===== src/rtl/lru_arb_pkg.sv =====
// Shared types for the LRU bus arbiter.
// Assumes: used by lru_release_fsm and lru_bus_arbiter only.
package lru_arb_pkg;

    // Ownership phases of the shared bus
    typedef enum logic [2:0] {
        ST_IDLE = 3'd0,  // no owner, no grant
        ST_PARK = 3'd1,  // last owner keeps grant, no transaction
        ST_OWN  = 3'd2,  // owner's transaction in progress
        ST_NEG  = 3'd3,  // controls negated before external hand-over
        ST_EXT  = 3'd4,  // bus held by external requester
        ST_RET  = 3'd5   // controls negated after external return
    } arb_state_t;

endpackage


===== src/rtl/lru_rank.sv =====
// Least-recently-used ranking of internal masters.
// Holds an ordered list of master ids, with entry 0 ranked highest.
// A touch moves one id to the last place, and the rest close up in order.
// The winner is picked from the ranking after this cycle's touch, so a
// master that just finished loses ties on its immediate re-request.
// Assumes: N >= 2, and touch_id is a valid id when touch_en is set.
module lru_rank #(
    parameter int unsigned N   = 3,
    parameter int unsigned IDW = 2
) (
    input  logic           clk,
    input  logic           rst_n,
    input  logic [N-1:0]   req,
    input  logic           touch_en,
    input  logic [IDW-1:0] touch_id,
    output logic           win_vld,
    output logic [IDW-1:0] win_id
);

    logic [IDW-1:0] order_q  [N];
    logic [IDW-1:0] order_nx [N];
    int unsigned    hit_pos;

    // Ranking after the optional touch: the touched id moves to the tail
    always_comb begin
        hit_pos = N - 1;
        for (int k = 0; k < N; k++) begin
            if (order_q[k] == touch_id) hit_pos = k;
        end
        for (int k = 0; k < N; k++) begin
            if (!touch_en || (k < hit_pos))
                order_nx[k] = order_q[k];
            else if (k == N - 1)
                order_nx[k] = touch_id;
            else
                order_nx[k] = order_q[(k + 1) % N];
        end
    end

    // Winner: the highest-ranked requesting id
    always_comb begin
        win_vld = 1'b0;
        win_id  = '0;
        for (int k = N - 1; k >= 0; k--) begin
            if (req[order_nx[k]]) begin
                win_vld = 1'b1;
                win_id  = order_nx[k];
            end
        end
    end

    // Ranking register, reset to ascending id order
    always_ff @(posedge clk) begin
        for (int k = 0; k < N; k++) begin
            if (!rst_n) order_q[k] <= IDW'(k);
            else        order_q[k] <= order_nx[k];
        end
    end

    logic [N-1:0] seen_ids;

    // Set of ids present in the ranking, for the permutation check
    always_comb begin
        seen_ids = '0;
        for (int k = 0; k < N; k++) seen_ids = seen_ids | (N'(1) << order_q[k]);
    end

    AST_ORDER_PERM: assert property (@(posedge clk) disable iff (!rst_n)
        $countones(seen_ids) == N) else $error("ranking not a permutation");

endmodule


===== src/rtl/lru_release_fsm.sv =====
// Ownership controller. It tracks the phase of the bus and the current
// owner, ends transactions only at unflagged cycle ends, and sequences
// the negate, acknowledge and return phases for the external requester.
// Assumes: win_id is valid whenever req_any is set.
module lru_release_fsm
    import lru_arb_pkg::*;
#(
    parameter int unsigned N   = 3,
    parameter int unsigned IDW = 2
) (
    input  logic           clk,
    input  logic           rst_n,
    input  logic           req_any,
    input  logic [IDW-1:0] win_id,
    input  logic           ext_req,
    input  logic           cyc_end,
    input  logic           seq_act,
    input  logic           lock_act,
    output logic [N-1:0]   grant,
    output logic           ext_ack,
    output logic           ctl_neg,
    output logic           touch_en,
    output logic [IDW-1:0] touch_id
);

    arb_state_t     state_q, state_nx;
    logic [IDW-1:0] owner_q, owner_nx;
    logic           tx_end;

    // A transaction ends on a cycle end outside any sequence or lock
    assign tx_end   = (state_q == ST_OWN) && cyc_end && !seq_act && !lock_act;
    assign touch_en = tx_end;
    assign touch_id = owner_q;

    // Next phase and owner
    always_comb begin
        state_nx = state_q;
        owner_nx = owner_q;
        case (state_q)
            ST_IDLE, ST_PARK, ST_RET: begin
                if (ext_req) begin
                    state_nx = ST_NEG;
                end else if (req_any) begin
                    state_nx = ST_OWN;
                    owner_nx = win_id;
                end else if (state_q == ST_RET) begin
                    state_nx = ST_IDLE;
                end
            end
            ST_OWN: begin
                if (tx_end) begin
                    if (ext_req) begin
                        state_nx = ST_NEG;
                    end else if (req_any) begin
                        state_nx = ST_OWN;
                        owner_nx = win_id;
                    end else begin
                        state_nx = ST_PARK;
                    end
                end
            end
            ST_NEG:  state_nx = ST_EXT;
            ST_EXT:  state_nx = ext_req ? ST_EXT : ST_RET;
            default: state_nx = ST_IDLE;
        endcase
    end

    // Phase and owner registers
    always_ff @(posedge clk) begin
        if (!rst_n) begin
            state_q <= ST_IDLE;
            owner_q <= '0;
        end else begin
            state_q <= state_nx;
            owner_q <= owner_nx;
        end
    end

    // Output decode from the registered phase
    always_comb begin
        grant   = ((state_q == ST_OWN) || (state_q == ST_PARK)) ? (N'(1) << owner_q) : '0;
        ext_ack = (state_q == ST_EXT);
        ctl_neg = (state_q == ST_NEG) || (state_q == ST_EXT) || (state_q == ST_RET);
    end

    AST_GRANT_ONEHOT: assert property (@(posedge clk) disable iff (!rst_n)
        $onehot0(grant)) else $error("multiple grants");

    AST_HOLD_IN_TX: assert property (@(posedge clk) disable iff (!rst_n)
        (state_q == ST_OWN && !(cyc_end && !seq_act && !lock_act))
        |=> (state_q == ST_OWN && $stable(owner_q))) else $error("grant moved mid-transaction");

    AST_NEG_BEFORE_ACK: assert property (@(posedge clk) disable iff (!rst_n)
        $rose(ext_ack) |-> ($past(ctl_neg) && ($past(grant) == '0))) else $error("ack without negate phase");

    AST_ACK_EXCLUSIVE: assert property (@(posedge clk) disable iff (!rst_n)
        ext_ack |-> (grant == '0 && ctl_neg)) else $error("ack overlaps grant");

    AST_ACK_HOLD: assert property (@(posedge clk) disable iff (!rst_n)
        (ext_ack && ext_req) |=> ext_ack) else $error("ack dropped early");

    AST_RETURN_GAP: assert property (@(posedge clk) disable iff (!rst_n)
        $fell(ext_ack) |-> (grant == '0 && ctl_neg)) else $error("no negated clock on return");

endmodule


===== src/rtl/lru_bus_arbiter.sv =====
// Top of the LRU bus arbiter. It joins the ranking store to the ownership
// controller. The ranking is touched by the controller at each transaction
// end, and the ranking's winner feeds the controller's next-owner choice.
// Assumes: inputs are synchronous to clk.
module lru_bus_arbiter #(
    parameter int unsigned N_MASTERS = 3
) (
    input  logic                 clk,
    input  logic                 rst_n,
    input  logic [N_MASTERS-1:0] req_i,
    input  logic                 ext_req_i,
    input  logic                 cyc_end_i,
    input  logic                 seq_i,
    input  logic                 lock_i,
    output logic [N_MASTERS-1:0] grant_o,
    output logic                 ext_ack_o,
    output logic                 ctl_negate_o
);

    localparam int unsigned IDW = (N_MASTERS > 1) ? $clog2(N_MASTERS) : 1;

    logic           win_vld;
    logic [IDW-1:0] win_id;
    logic           touch_en;
    logic [IDW-1:0] touch_id;

    lru_rank #(.N(N_MASTERS), .IDW(IDW)) rank_i (
        .clk      (clk),
        .rst_n    (rst_n),
        .req      (req_i),
        .touch_en (touch_en),
        .touch_id (touch_id),
        .win_vld  (win_vld),
        .win_id   (win_id)
    );

    lru_release_fsm #(.N(N_MASTERS), .IDW(IDW)) fsm_i (
        .clk      (clk),
        .rst_n    (rst_n),
        .req_any  (win_vld),
        .win_id   (win_id),
        .ext_req  (ext_req_i),
        .cyc_end  (cyc_end_i),
        .seq_act  (seq_i),
        .lock_act (lock_i),
        .grant    (grant_o),
        .ext_ack  (ext_ack_o),
        .ctl_neg  (ctl_negate_o),
        .touch_en (touch_en),
        .touch_id (touch_id)
    );

endmodule


===== config.mk =====
export PLATFORM = sky130hd
export DESIGN_NAME = lru_bus_arbiter
export DESIGN_NICKNAME = d
export VERILOG_FILES = /design/src/rtl/lru_arb_pkg.sv /design/src/rtl/lru_rank.sv /design/src/rtl/lru_release_fsm.sv /design/src/rtl/lru_bus_arbiter.sv
export SDC_FILE = /design/constraint.sdc
export NUM_CORES = 1
export LEC_CHECK = 0
export CAP_MARGIN = 15
export CELL_PAD_IN_SITES_DETAIL_PLACEMENT = 0
export CELL_PAD_IN_SITES_GLOBAL_PLACEMENT = 2
export CORE_ASPECT_RATIO = 1.4
export CORE_MARGIN = 8
export CORE_UTILIZATION = 37
export CTS_CLUSTER_DIAMETER = 50
export DETAILED_ROUTE_END_ITERATION = 10
export DONT_BUFFER_PORTS = 1
export HOLD_SLACK_MARGIN = 0.15
export PLACE_DENSITY = 0.8
export REMOVE_ABC_BUFFERS = 1
export SETUP_SLACK_MARGIN = 0.2
export SLEW_MARGIN = 20
export SYNTH_ARGS = -nofsm -noshare
export SYNTH_HDL_FRONTEND = slang
export SYNTH_SLANG_ARGS = --single-unit

===== constraint.sdc =====
create_clock -name clk -period 3.6 [get_ports clk]
set_input_delay 0.18 -clock clk [delete_from_list [all_inputs] [get_ports clk]]
set_output_delay 0.18 -clock clk [all_outputs]
set_load 0.05 [all_outputs]

==> results.ini <==
[placement]
port_buffers=0
dp_hpwl_mm=2.22
gp_congestion=0.881
dp_cells=161

[clock_tree]
cts_made_buffers=3
clock_path_buffers=2
cts_tree=done
cts.sinks=11
insertion_delay_ns=0.24
htree_num_levels=1
cts_root_buf=clkbuf_8
clk_pin_slew_ns=0.06

[floorplan]
ios=14
core-area_um2=2790
die_h_um=79.2
initial_core_util_pct=37.8
die_w_um=61.1
fp.dieArea_um2=4840
num_rows=23

[layout]
num-nets-final=140
diodes=0
final_common_cell=nand2_1
fin_cells=167
layout_common_cells=nand2_1, dfxtp_1, nor2_1, nor2b_1
drive_gt1_share_pct=12.3
syn2layout_area_growth_pct=8.30

[yosys]
ys_warn_count=0
ys_types=43
netlist_instances=128
synth_edf_count=0
synthTopCellsByArea=dfxtp_1, mux2i_1, nor2b_1, a2111oi_4, nand2_1
synth_async_sr_flop_share_pct=0
synth-main-ff-cell=dfxtp_1
synth_top_area_share_pct=20.9
ys_seq_area_share_pct=20.9
yosysTopAreaCell=dfxtp_1
syn_area_per_cell_um2=8.24
ys_ff_latch=11
netlist_area_um2=1050

[route]
avgViaCountPerCell=5.80
dr_wl_met3_um=116
via_count=968
top_layer_used=met4
wl_met2_mm=1.63
drc_errors=0
drtIter0Drc=52
routedLengthMet1_mm=1.04
ant_nets=0
first_pass_iters=4
wirelength_mm=2.84
post_drt_wl_per_cell_um=17.0

[grt]
grt_antenna_before_repair=0
grt_usage_pct=12.6
grt_pass1_vias=955
grt_pass1_wl_mm=4.64
grt_max_degree=12
overflow=0

[critical_path]
crit_top_cell=a2111oi_4
slowest_delay_ns=0.55
path_buf_inv=0
cp_slowest_cell=dfxtp_1
cp.arrival_ns=3.06
worstPathMaxFanout=10
end_kind=flop
path_cells=nor2b_1 -> o211ai_1 -> nor2_2 -> mux2i_1 -> a2111oi_4 -> a2111oi_4 -> mux2_4
worstSetupPathType=reg2reg
critPathLaunchType=flop
cp.required_ns=3.73
cp_top_family=multiplexers

[min_path]
hold_class=in2reg

[sta]
fmax_mhz=341
tightest_slew_ns=0.956
post-route-period-util_pct=81.4
setup_viol=0
skew_ns=0.00663
max-slew-margin-rel_pct=35.8
slew_violations=0
totalNegativeSetupSlack_ns=0
rsz0062_at_grt=false
fin_crit_ns=2.93
finalHoldViolations=0

[power_and_ir_drop]
powerDensity_nw_per_um2=320
ir_worst_vdd_uv=188
p_leak_nw=0.396

[run_status]
status=completed

[run]
maxCapViolations=0

## worst register-to-register path, delay by kind of cell, from the launching register on
kind            cells  cell delay, ns
mux                 2            0.78
simple gates        2            0.73
compound gates      3            0.76
flops               1            0.55
## state kept, by name (all words and copies together) (netlist names)
| name | flops |
|---|---|
| rank_i.order_q | 6 |
| fsm_i.touch_id | 2 |
| fsm_i.state_q | 3 |
## per-layer routing
layer | vias up | track usage [%]
li1 | 464 | -
met1 | 471 | 12.7
met2 | 29 | 23.9
met3 | 4 | 2.91
met4 | 0 | 3.98
met5 | - | 0
## repair_timing
item / 4_1_cts / 5_1_grt
endpoints found under the hold margin: 10 / 0
setup buffers: 0 / 0
hold buffers: 2 / 0
resized for setup: 0 / 0
## cells by family after synthesis
group	count (synthesis)	synth area share [%]
AND/OR/NAND/NOR	57	32.3
AO/OA/AOI/OAI	34	26.0
buffers and inverters	10	5.57
XOR/XNOR	7	5.81
multiplexers	9	9.49
flip-flops	11	20.9
## path summary, 6_finish.rpt
kind | start | end | slack [ns] | cells past startpoint
setup / recovery | fsm_i.state_q[1] | fsm_i.touch_id[1] | 0.67 | 7
hold / removal | rst_n | fsm_i.touch_id[1] | 0.20 | 2
setup reg to reg | fsm_i.state_q[1] | fsm_i.touch_id[1] | 0.67 | 7
hold reg to reg | rank_i.order_q[1][1] | rank_i.order_q[0][1] | 0.56 | 2
## metrics by stage
step	area (µm²)	total power [W]	hold slack (ns)	util [%]	setup WS (ns)
finish	1140	0.000366	0.203	40.9	0.671
global route	1140	0.000387	0.211	40.9	0.364
CTS	1140	0.000369	0.194	40.9	0.683
detailed placement	1080	0.000236	0.248	38.6	0.704
global placement	1080	0.000234	0.245	38.6	0.808
floorplan	1010	0.000216	0.242	-	1.04
## final cells by class
| class | instances | area (µm²) |
|---|---|---|
| fillers | 297 | 1650 |
| well taps | 37 | 46.3 |
| multi-input cells | 107 | 781 |
| inverters | 4 | 15.0 |
| repair buffers | 4 | 35.0 |
| flip-flops and latches | 11 | 220 |
| clock buffers | 4 | 45.0 |
## cells in the mapped netlist, types with 2 or more instances
| master | number |
|---|---|
| nand2_1 | 12 |
| dfxtp_1 | 11 |
| nor2_1 | 9 |
| nor2b_1 | 9 |
| o21ai_0 | 8 |
| mux2i_1 | 7 |
| a21oi_1 | 6 |
| xor2_1 | 5 |
| inv_1 | 4 |
| nand2b_1 | 4 |
| nor3_1 | 4 |
| and2_1 | 3 |
| or2_1 | 3 |
| a2111oi_4 | 2 |
| a211oi_1 | 2 |
| a2bb2oi_1 | 2 |
| a31oi_1 | 2 |
| buf_2 | 2 |
| buf_6 | 2 |
| mux2_4 | 2 |
| nand3b_1 | 2 |
| nor3b_1 | 2 |
| o211ai_1 | 2 |
| o21a_1 | 2 |
| o31ai_1 | 2 |
| xnor2_1 | 2 |
## report_power, final
part           internal, W  total (W)  switching, W
clock            0.0000779   0.000128     0.0000497
sequential        0.000127   0.000140     0.0000128
combinational    0.0000412  0.0000982     0.0000570
total             0.000246   0.000366      0.000120
Note: power is estimated with default switching activity, not from simulation.
